**config.mk**
```make
export PLATFORM = sky130hd
export DESIGN_NAME = smbc_reg_slave
export DESIGN_NICKNAME = d
export VERILOG_FILES = /design/src/rtl/smbc_pkg.sv /design/src/rtl/smbc_line_events.sv /design/src/rtl/smbc_regbank.sv /design/src/rtl/smbc_reg_slave.sv
export SDC_FILE = /design/constraint.sdc
export NUM_CORES = 1
export LEC_CHECK = 0
export ABC_AREA = 1
export BUFFER_PORTS_ARGS = -buffer_cell sky130_fd_sc_hd__buf_2
export CORE_ASPECT_RATIO = 0.9
export CORE_MARGIN = 2
export CORE_UTILIZATION = 50
export CTS_CLUSTER_DIAMETER = 150
export CTS_CLUSTER_SIZE = 40
export DETAILED_ROUTE_END_ITERATION = 10
export GPL_TIMING_DRIVEN = 0
export PLACE_DENSITY_LB_ADDON = 0.08
export RECOVER_POWER = 25
export SYNTH_ARGS = -nofsm -noshare
export SYNTH_HDL_FRONTEND = slang
export SYNTH_HIERARCHICAL = 1
export SYNTH_SLANG_ARGS = --single-unit
export TNS_END_PERCENT = 20
```
**constraint.sdc**
```tcl
create_clock -name clk -period 5.87 [get_ports clk]
set_clock_uncertainty 0.2 [all_clocks]
set_input_delay 0.2935 -clock clk [delete_from_list [all_inputs] [get_ports clk]]
set_output_delay 0.2935 -clock clk [all_outputs]
set_load 0.01 [all_outputs]
```
**src/rtl/smbc_pkg.sv**
```systemverilog
package smbc_pkg;
  localparam int unsigned REG_COUNT = 15;
  localparam int unsigned OFF_W     = 7;
  localparam logic [6:0]  DEV_ADDR  = 7'h69;
  localparam logic [7:0]  ID_VALUE  = 8'h48;
  localparam int unsigned STRAP_REG = 0;
  localparam int unsigned ID_REG    = 7;
  localparam int unsigned STRAP_W   = 5;

  typedef enum logic [2:0] {PH_IDLE, PH_RECV, PH_ACK_OUT, PH_SEND, PH_ACK_IN} phase_t;
  typedef enum logic [1:0] {BK_ADDR, BK_CMD, BK_COUNT, BK_DATA} bkind_t;

  // Value each register takes at reset (read-only bits are overlaid later).
  function automatic logic [7:0] reg_default(input int unsigned idx);
    case (idx)
      0:       return 8'h40;
      1:       return 8'h7F;
      3:       return 8'hFF;
      4:       return 8'h47;
      5:       return 8'hDF;
      6:       return 8'h03;
      8:       return 8'h60;
      9:       return 8'h1C;
      10:      return 8'h0F;
      default: return 8'h00;
    endcase
  endfunction

  // Bits a host may change.
  function automatic logic [7:0] wr_mask(input int unsigned idx);
    if (idx == STRAP_REG) return 8'hE0;
    if (idx == ID_REG)    return 8'h00;
    return 8'hFF;
  endfunction

  // Read-only contribution to a register's visible value.
  function automatic logic [7:0] ro_bits(input int unsigned idx, input logic [STRAP_W-1:0] strap);
    if (idx == STRAP_REG) return {{(8-STRAP_W){1'b0}}, strap};
    if (idx == ID_REG)    return ID_VALUE;
    return 8'h00;
  endfunction
endpackage

```
**src/rtl/smbc_line_events.sv**
```systemverilog
module smbc_line_events (
  input  logic clk,
  input  logic rst_n,
  input  logic scl_i,
  input  logic sda_i,
  output logic scl_rise,
  output logic scl_fall,
  output logic start_ev,
  output logic stop_ev
);
  logic scl_q, sda_q;

  always_ff @(posedge clk or negedge rst_n) begin
    if (!rst_n) begin
      scl_q <= 1'b1;
      sda_q <= 1'b1;
    end else begin
      scl_q <= scl_i;
      sda_q <= sda_i;
    end
  end

  assign scl_rise = scl_i & ~scl_q;
  assign scl_fall = ~scl_i & scl_q;
  assign start_ev = scl_i & scl_q & sda_q & ~sda_i;
  assign stop_ev  = scl_i & scl_q & ~sda_q & sda_i;
endmodule

```
**src/rtl/smbc_regbank.sv**
```systemverilog
module smbc_regbank
  import smbc_pkg::*;
#(
  parameter int unsigned NREG = REG_COUNT
) (
  input  logic                 clk,
  input  logic                 rst_n,
  input  logic                 wr_en,
  input  logic [OFF_W-1:0]     wr_idx,
  input  logic [7:0]           wr_data,
  input  logic [OFF_W-1:0]     rd_idx,
  input  logic [STRAP_W-1:0]   strap,
  output logic [7:0]           rd_data,
  output logic [NREG*8-1:0]    regs_o,
  output logic [NREG-1:0]      wr_strobe
);
  logic [7:0] view [NREG];

  for (genvar g = 0; g < NREG; g++) begin : g_reg
    localparam logic [7:0] MASK = wr_mask(g);
    logic [7:0] store;
    wire hit = wr_en && (wr_idx == OFF_W'(g));

    always_ff @(posedge clk or negedge rst_n) begin
      if (!rst_n) begin
        store        <= reg_default(g);
        wr_strobe[g] <= 1'b0;
      end else begin
        wr_strobe[g] <= hit;
        if (hit) store <= (store & ~MASK) | (wr_data & MASK);
      end
    end

    assign view[g] = (store & MASK) | ro_bits(g, strap);
    assign regs_o[g*8 +: 8] = view[g];
  end

  always_comb begin
    rd_data = 8'h00;
    for (int i = 0; i < int'(NREG); i++)
      if (rd_idx == OFF_W'(i)) rd_data = view[i];
  end

  // at most one register strobed per cycle
  a_r2_single_strobe: assert property (@(posedge clk) disable iff (!rst_n)
    $onehot0(wr_strobe));
  // writes past the bank leave every strobe low
  a_r8_no_strobe_outside: assert property (@(posedge clk) disable iff (!rst_n)
    (wr_en && (wr_idx >= OFF_W'(NREG))) |=> (wr_strobe == '0));
endmodule

```
**src/rtl/smbc_reg_slave.sv**
```systemverilog
module smbc_reg_slave
  import smbc_pkg::*;
#(
  parameter int unsigned NREG  = REG_COUNT,
  parameter logic [6:0]  ADDR7 = DEV_ADDR
) (
  input  logic                 clk,
  input  logic                 rst_n,
  input  logic                 scl_i,
  input  logic                 sda_i,
  input  logic [STRAP_W-1:0]   strap_fs,
  output logic                 sda_drive_low,
  output logic [NREG*8-1:0]    regs_o,
  output logic [NREG-1:0]      wr_strobe
);
  localparam logic [OFF_W-1:0] PTR_TOP = '1;
  localparam logic [7:0]       COUNT_BYTE = 8'(NREG);

  logic scl_rise, scl_fall, start_ev, stop_ev;
  phase_t ph;
  bkind_t kind;
  logic [3:0] bitc;
  logic [7:0] shreg;
  logic rd_mode, blk_mode, count_due, mack, sda_low;
  logic [OFF_W-1:0] ptr;
  logic [7:0] rd_data;

  smbc_line_events u_ev (
    .clk(clk), .rst_n(rst_n), .scl_i(scl_i), .sda_i(sda_i),
    .scl_rise(scl_rise), .scl_fall(scl_fall), .start_ev(start_ev), .stop_ev(stop_ev)
  );

  wire byte_done = (ph == PH_RECV) && scl_fall && (bitc == 4'd8);
  wire addr_hit  = (shreg[7:1] == ADDR7);
  wire wr_en     = byte_done && (kind == BK_DATA) && !rd_mode;
  wire [7:0] tx_byte = count_due ? COUNT_BYTE : rd_data;

  smbc_regbank #(.NREG(NREG)) u_bank (
    .clk(clk), .rst_n(rst_n), .wr_en(wr_en), .wr_idx(ptr), .wr_data(shreg),
    .rd_idx(ptr), .strap(strap_fs), .rd_data(rd_data), .regs_o(regs_o),
    .wr_strobe(wr_strobe)
  );

  always_ff @(posedge clk or negedge rst_n) begin
    if (!rst_n) begin
      ph <= PH_IDLE; kind <= BK_ADDR; bitc <= 4'd0; shreg <= 8'h00;
      rd_mode <= 1'b0; blk_mode <= 1'b0; count_due <= 1'b0; mack <= 1'b0;
      ptr <= '0; sda_low <= 1'b0;
    end else if (start_ev) begin
      ph <= PH_RECV; kind <= BK_ADDR; bitc <= 4'd0; sda_low <= 1'b0; rd_mode <= 1'b0;
    end else if (stop_ev) begin
      ph <= PH_IDLE; sda_low <= 1'b0;
    end else begin
      case (ph)
        PH_RECV: begin
          if (scl_rise && bitc < 4'd8) begin
            shreg <= {shreg[6:0], sda_i};
            bitc  <= bitc + 4'd1;
          end else if (byte_done) begin
            ph <= PH_ACK_OUT;
            sda_low <= 1'b1;
            case (kind)
              BK_ADDR: begin
                if (!addr_hit) begin
                  ph <= PH_IDLE;
                  sda_low <= 1'b0;
                end else begin
                  rd_mode   <= shreg[0];
                  count_due <= shreg[0] & blk_mode;
                  kind      <= BK_CMD;
                end
              end
              BK_CMD: begin
                blk_mode <= ~shreg[7];
                ptr      <= shreg[7] ? shreg[6:0] : '0;
                kind     <= shreg[7] ? BK_DATA : BK_COUNT;
              end
              BK_COUNT: kind <= BK_DATA;
              default:  if (ptr != PTR_TOP) ptr <= ptr + 1'b1;
            endcase
          end
        end
        PH_ACK_OUT: begin
          if (scl_fall) begin
            bitc <= 4'd0;
            if (rd_mode) begin
              ph <= PH_SEND;
              shreg <= tx_byte;
              sda_low <= ~tx_byte[7];
              if (count_due) count_due <= 1'b0;
              else if (ptr != PTR_TOP) ptr <= ptr + 1'b1;
            end else begin
              ph <= PH_RECV;
              sda_low <= 1'b0;
            end
          end
        end
        PH_SEND: begin
          if (scl_fall) begin
            if (bitc == 4'd7) begin
              ph <= PH_ACK_IN;
              sda_low <= 1'b0;
            end else begin
              bitc <= bitc + 4'd1;
              shreg <= {shreg[6:0], 1'b0};
              sda_low <= ~shreg[6];
            end
          end
        end
        PH_ACK_IN: begin
          if (scl_rise) mack <= ~sda_i;
          else if (scl_fall) begin
            if (mack) begin
              ph <= PH_SEND;
              bitc <= 4'd0;
              shreg <= tx_byte;
              sda_low <= ~tx_byte[7];
              if (count_due) count_due <= 1'b0;
              else if (ptr != PTR_TOP) ptr <= ptr + 1'b1;
            end else begin
              ph <= PH_IDLE;
            end
          end
        end
        default: ;
      endcase
    end
  end

  assign sda_drive_low = sda_low;

  // pull-low only begins after SCL was sampled low
  a_r11_drive_after_low: assert property (@(posedge clk) disable iff (!rst_n)
    $rose(sda_low) |-> !$past(scl_i));
  // a foreign address is never acknowledged
  a_r1_foreign_no_ack: assert property (@(posedge clk) disable iff (!rst_n)
    (byte_done && kind == BK_ADDR && !addr_hit) |=> !sda_drive_low);
  // a start always restarts address reception cleanly
  a_r9_start_restarts: assert property (@(posedge clk) disable iff (!rst_n)
    start_ev |=> (ph == PH_RECV && kind == BK_ADDR && bitc == 4'd0 && !sda_drive_low));
  // a strobe only follows a sampled SCL fall
  a_r2_strobe_on_fall: assert property (@(posedge clk) disable iff (!rst_n)
    (|wr_strobe) |-> $past(scl_fall));
  // the bit counter never runs past one byte
  a_r9_bitc_range: assert property (@(posedge clk) disable iff (!rst_n)
    bitc <= 4'd8);
endmodule

```
==> reports/results.md <==
| Step | Metric | This run |
| --- | --- | --- |
| critical path | Data required time at the worst endpoint | 5.94 ns |
| yosys | Number of distinct library cells after synthesis | 37 |
| timing | Fin. max-slew vios | 0 |
| critical path | Cell count along the critical path | 16 |
| clock tree | Number of buffers added by the clock tree synthesis step | 17 |
| drt | Final ANT Viol Nets | 0 |
| power | Leakage power of the design | 4.67 nW |
| grt | Antenna violations before repair | 0 |
| timing | Slew at the pin closest to its max-slew limit | 0.838 ns |
| clock tree | Number of clock sinks | 153 |
| clock tree | Number of setup buffers added after CTS | 0 |
| clock tree | Clock tree buffer depth | 2 |
| timing | Final Hold Violating Endpoints | 0 |
| floorplan | Vertical die dimension | 124 um |
| critical path | Sequence of cells on the critical path | dlygate4sd3_1, clkbuf_1, nor2_1, nand2_1, inv_1, nand2_1, nor2_1, and3_1, inv_2, nor4_2, inv_2, nor2_4, inv_2, buf_6, nand2_1, o21ai_1 |
| critical path | Worst Setup End Kind | register |
| placement | HPWL after detailed placement | 17.4 mm |
| final layout | Most frequent standard cell in the layout excluding fill and tap cells | sky130_fd_sc_hd__nand2_1 |
| timing | Final setup violation count | 0 |
| critical path | CP startpoint kind | primary input |
| critical path | Kind of cell adding the most delay to the critical path | simple AND/OR/NAND/NOR gates |
| clock tree | H-tree lvl count | 4 |
| clock tree | Number of gates given a new drive strength after cts | 0 |
| yosys | Sequential fraction of the synthesis area | 48.6% |
| drt | Vias | 7564 |
| final layout | Proportion of layout cells with a drive suffix above 1 | 22.3% |
| critical path | Master of the slowest instance on the critical path | sky130_fd_sc_hd__dlygate4sd3_1 |
| clock tree | Later-pin clock latency in the skew report | 0.42 ns |
| critical path | CP Data Arrival Time | 3.25 ns |
| critical path | Worst reg2reg path endpoint | u_bank/g_reg[9].store[6] |
| final layout | Final instance area | 9570 um^2 |
| drt | DRT iter0 DRCs | 670 |
| critical path | R2R Setup Slk | 2.70 ns |
| critical path | Crit-path max FO | 10 |
| critical path | Cell depth of the worst flop-to-flop path | 15 |
| floorplan | Die X | 137 um |
| flow run | Max-Cap Viols | 0 |
| critical path | Buffers and inverters on the worst path | 7 |
| floorplan | Die Footprint | 17000 um^2 |
| critical path | Capturing instance or port of the critical path | u_bank/g_reg[9].store[6] |
| critical path | Critical path's largest stage delay | 0.53 ns |
| timing | Time the worst path needs with I/O delays and setup | 3.17 ns |
| drt | Routed wirelength normalized by instance count | 17.2 um |
| power | Post-layout total power | 3.05 mW |
| final layout | Commonest cells after routing, fill and taps aside | 325 x sky130_fd_sc_hd__nand2_1, 113 x sky130_fd_sc_hd__dfrtp_1, 112 x sky130_fd_sc_hd__buf_2 |
| drt | Total detailed-routing wirelength | 24.2 mm |
| critical path | FF-to-FF Start | u_ev/scl_q |
| placement | Routability congestion estimate | 0.939 |
| placement | Number of buffers added on ports | 136 |
| clock tree | Clk slew on worst S/H paths | 0.06 ns |
| floorplan | Area inside the core boundary | 15500 um^2 |
| grt | Overall overflow remaining after global route | 0 |
| clock tree | Post-CTS Hold Buffers | 3 |
| timing | Sum of negative setup slack | 0 ns |
| drt | Via-to-Cell Ratio | 5.38 |
| timing | Headroom to the max-slew limit | 44.1% |
| final layout | Filler instances | 1432 |
| yosys | Warning count from the yosys run | 6 |
| timing | Maximum clock frequency | 315 MHz |
| floorplan | Count of standard-cell rows | 43 |
| power | Worst vdd rail ir drop | 0.216 mV |
| yosys | Avg Cell Area, Syn | 7.77 um^2 |
| yosys | Gate count of the mapped netlist | 1028 |
| timing | RSZ-0062 raised after global routing | false |
| yosys | Number of register bits inferred by synthesis | 153 |
| timing | Share of the clock period used by the worst path after layout | 54.1% |
| grt | Wire length of the first global-routing pass | 37.4 mm |
| yosys | Syn Std Cell Area | 7980 um^2 |
| grt | Vias in the first global route | 6847 |
| run status | Status | complete, no violations |
| grt | Largest net degree at the start of global routing | 79 |
| final layout | Net count reported at finish | 1209 |
| final layout | Antenna Cells | 0 |
| clock tree | CTS root buffer | sky130_fd_sc_hd__clkbuf_16 |
| critical path | Crit Path Class | primary input to register |
| final layout | Area growth from synthesis to layout | 19.9% |
| placement | Placed standard-cell area | 8970 um^2 |
| drt | Detailed-router iteration count before antenna repair | 6 |
| drt | Detailed-route DRC error count | 0 |
| critical path | CP startpoint | scl_i |
| power | Total power per unit cell area | 318 nW/um^2 |
| floorplan | Number of top-level pins | 145 |
| clock tree | CTS tree | built |
| grt | Tot GR Track Use | 29.4% |
| worst hold path | Worst min-delay path category | register to register |
| floorplan | Initial core utilization | 51.5% |
power by group:
| part | switching [mW] | internal, mW |
|---|---|---|
| Sequential | 0.131 | 1.10 |
| Combinational | 0.502 | 0.177 |
| Clock | 0.423 | 0.712 |
| Total | 1.06 | 1.99 |
final cells by class:
cell class	instances	area, um^2	area share (%)
Buffer	41	269	2.81
Clock buffer	24	492	5.14
Clock inverter	7	116	1.22
Inverter	116	438	4.57
Multi-Input combinational cell	724	3420	35.7
Sequential cell	153	3880	40.5
Tap cell	202	253	2.64
Timing Repair Buffer	140	706	7.37
sequential cells by signal, indices dropped and copies added (netlist names):
register and count:
ptr 7, sda_drive_low 1, count_due 1, u_ev/scl_q 1, u_bank/g.store 107, kind 2, rd_mode 1, shreg 8
u_bank/wr_strobe 15, blk_mode 1, u_ev/sda_q 1, bitc 4, mack 1, ph 3
logic make-up after synthesis:
logic type,after synthesis,synth area share (%)
simple gates,554,31.0
buf+inv,157,8.85
flops,153,48.6
compound gates,152,10.0
fa+ha+maj,7,1.10
xor+xnor,3,0.329
other cells,2,0.0941
cell usage after synthesis:
cell | n | share of area, %
sky130_fd_sc_hd__nor3_2 | 1 | 0.13
sky130_fd_sc_hd__dfstp_2 | 40 | 13
sky130_fd_sc_hd__nand3_2 | 4 | 0.50
sky130_fd_sc_hd__a21oi_1 | 12 | 0.75
sky130_fd_sc_hd__a31oi_1 | 1 | 0.078
sky130_fd_sc_hd__or2_0 | 5 | 0.39
sky130_fd_sc_hd__dfrtp_1 | 113 | 35
sky130_fd_sc_hd__nand2_1 | 325 | 15
sky130_fd_sc_hd__or2_1 | 1 | 0.078
sky130_fd_sc_hd__xor2_1 | 3 | 0.33
sky130_fd_sc_hd__o21ai_1 | 50 | 3.1
sky130_fd_sc_hd__buf_2 | 8 | 0.50
sky130_fd_sc_hd__nor3_1 | 7 | 0.44
sky130_fd_sc_hd__nand4_1 | 32 | 2.5
sky130_fd_sc_hd__clkinv_1 | 1 | 0.047
sky130_fd_sc_hd__o21bai_1 | 1 | 0.094
sky130_fd_sc_hd__o211ai_1 | 3 | 0.28
sky130_fd_sc_hd__nor2_4 | 8 | 1.1
sky130_fd_sc_hd__conb_1 | 2 | 0.094
sky130_fd_sc_hd__or2_2 | 2 | 0.16
sky130_fd_sc_hd__ha_1 | 7 | 1.1
sky130_fd_sc_hd__nand2_2 | 5 | 0.39
sky130_fd_sc_hd__o21ai_2 | 7 | 0.77
sky130_fd_sc_hd__o21ai_0 | 78 | 4.9
sky130_fd_sc_hd__nand3_1 | 67 | 4.2
sky130_fd_sc_hd__inv_4 | 1 | 0.078
sky130_fd_sc_hd__buf_4 | 16 | 1.5
sky130_fd_sc_hd__clkbuf_1 | 11 | 0.52
sky130_fd_sc_hd__nand2_4 | 4 | 0.56
sky130_fd_sc_hd__and3_1 | 1 | 0.078
sky130_fd_sc_hd__nor3_4 | 2 | 0.41
sky130_fd_sc_hd__buf_6 | 6 | 0.85
sky130_fd_sc_hd__nor2_2 | 11 | 0.86
sky130_fd_sc_hd__nor2_1 | 77 | 3.6
sky130_fd_sc_hd__inv_2 | 18 | 0.85
sky130_fd_sc_hd__inv_1 | 96 | 4.5
sky130_fd_sc_hd__nor4_2 | 2 | 0.31
metrics by stage:
step	worst slack, ns	cells	hold WS, ns	util, %
2_1_floorplan	3.37	1034	-0.202	-
3_3_place_gp	2.05	1372	0.230	57.7
3_5_place_dp	2.81	1373	0.183	57.9
4_1_cts	2.78	1407	0.275	62.0
5_1_grt	2.54	1407	0.298	61.8
6_report	2.70	1407	0.276	61.8
worst min path at each step:
stage                                  start                       end  slack [ns]  cells after the start
floorplan                              rst_n                   bitc[0]       -0.20                      0
global route        u_bank/g_reg[0].store[6]  u_bank/g_reg[0].store[6]        0.30                      2
detailed placement                     rst_n  u_bank/g_reg[9].store[5]        0.18                      1
finish              u_bank/g_reg[6].store[1]  u_bank/g_reg[6].store[1]        0.28                      2
global placement                       scl_i                u_ev/scl_q        0.23                      1
CTS                 u_bank/g_reg[6].store[1]  u_bank/g_reg[6].store[1]        0.28                      2
layer usage:
layer  up-vias  share of wire (%)  track usage (%)
li1       3602                  -                -
met1      3567                 46             43.1
met2       358                 43             42.9
met3        37                8.9             6.63
met4         0                2.2             10.4
met5         -                  0                0
worst reg2reg max path: cells and delay by family, from the launching register on:
family / cells / cell delay, ns
AOI/OAI and AO/OA: 1 / 0.06
buffers and inverters: 6 / 0.61
DFF: 1 / 0.54
and+or+nand+nor: 8 / 1.59
(Power assumes the default switching activity.)
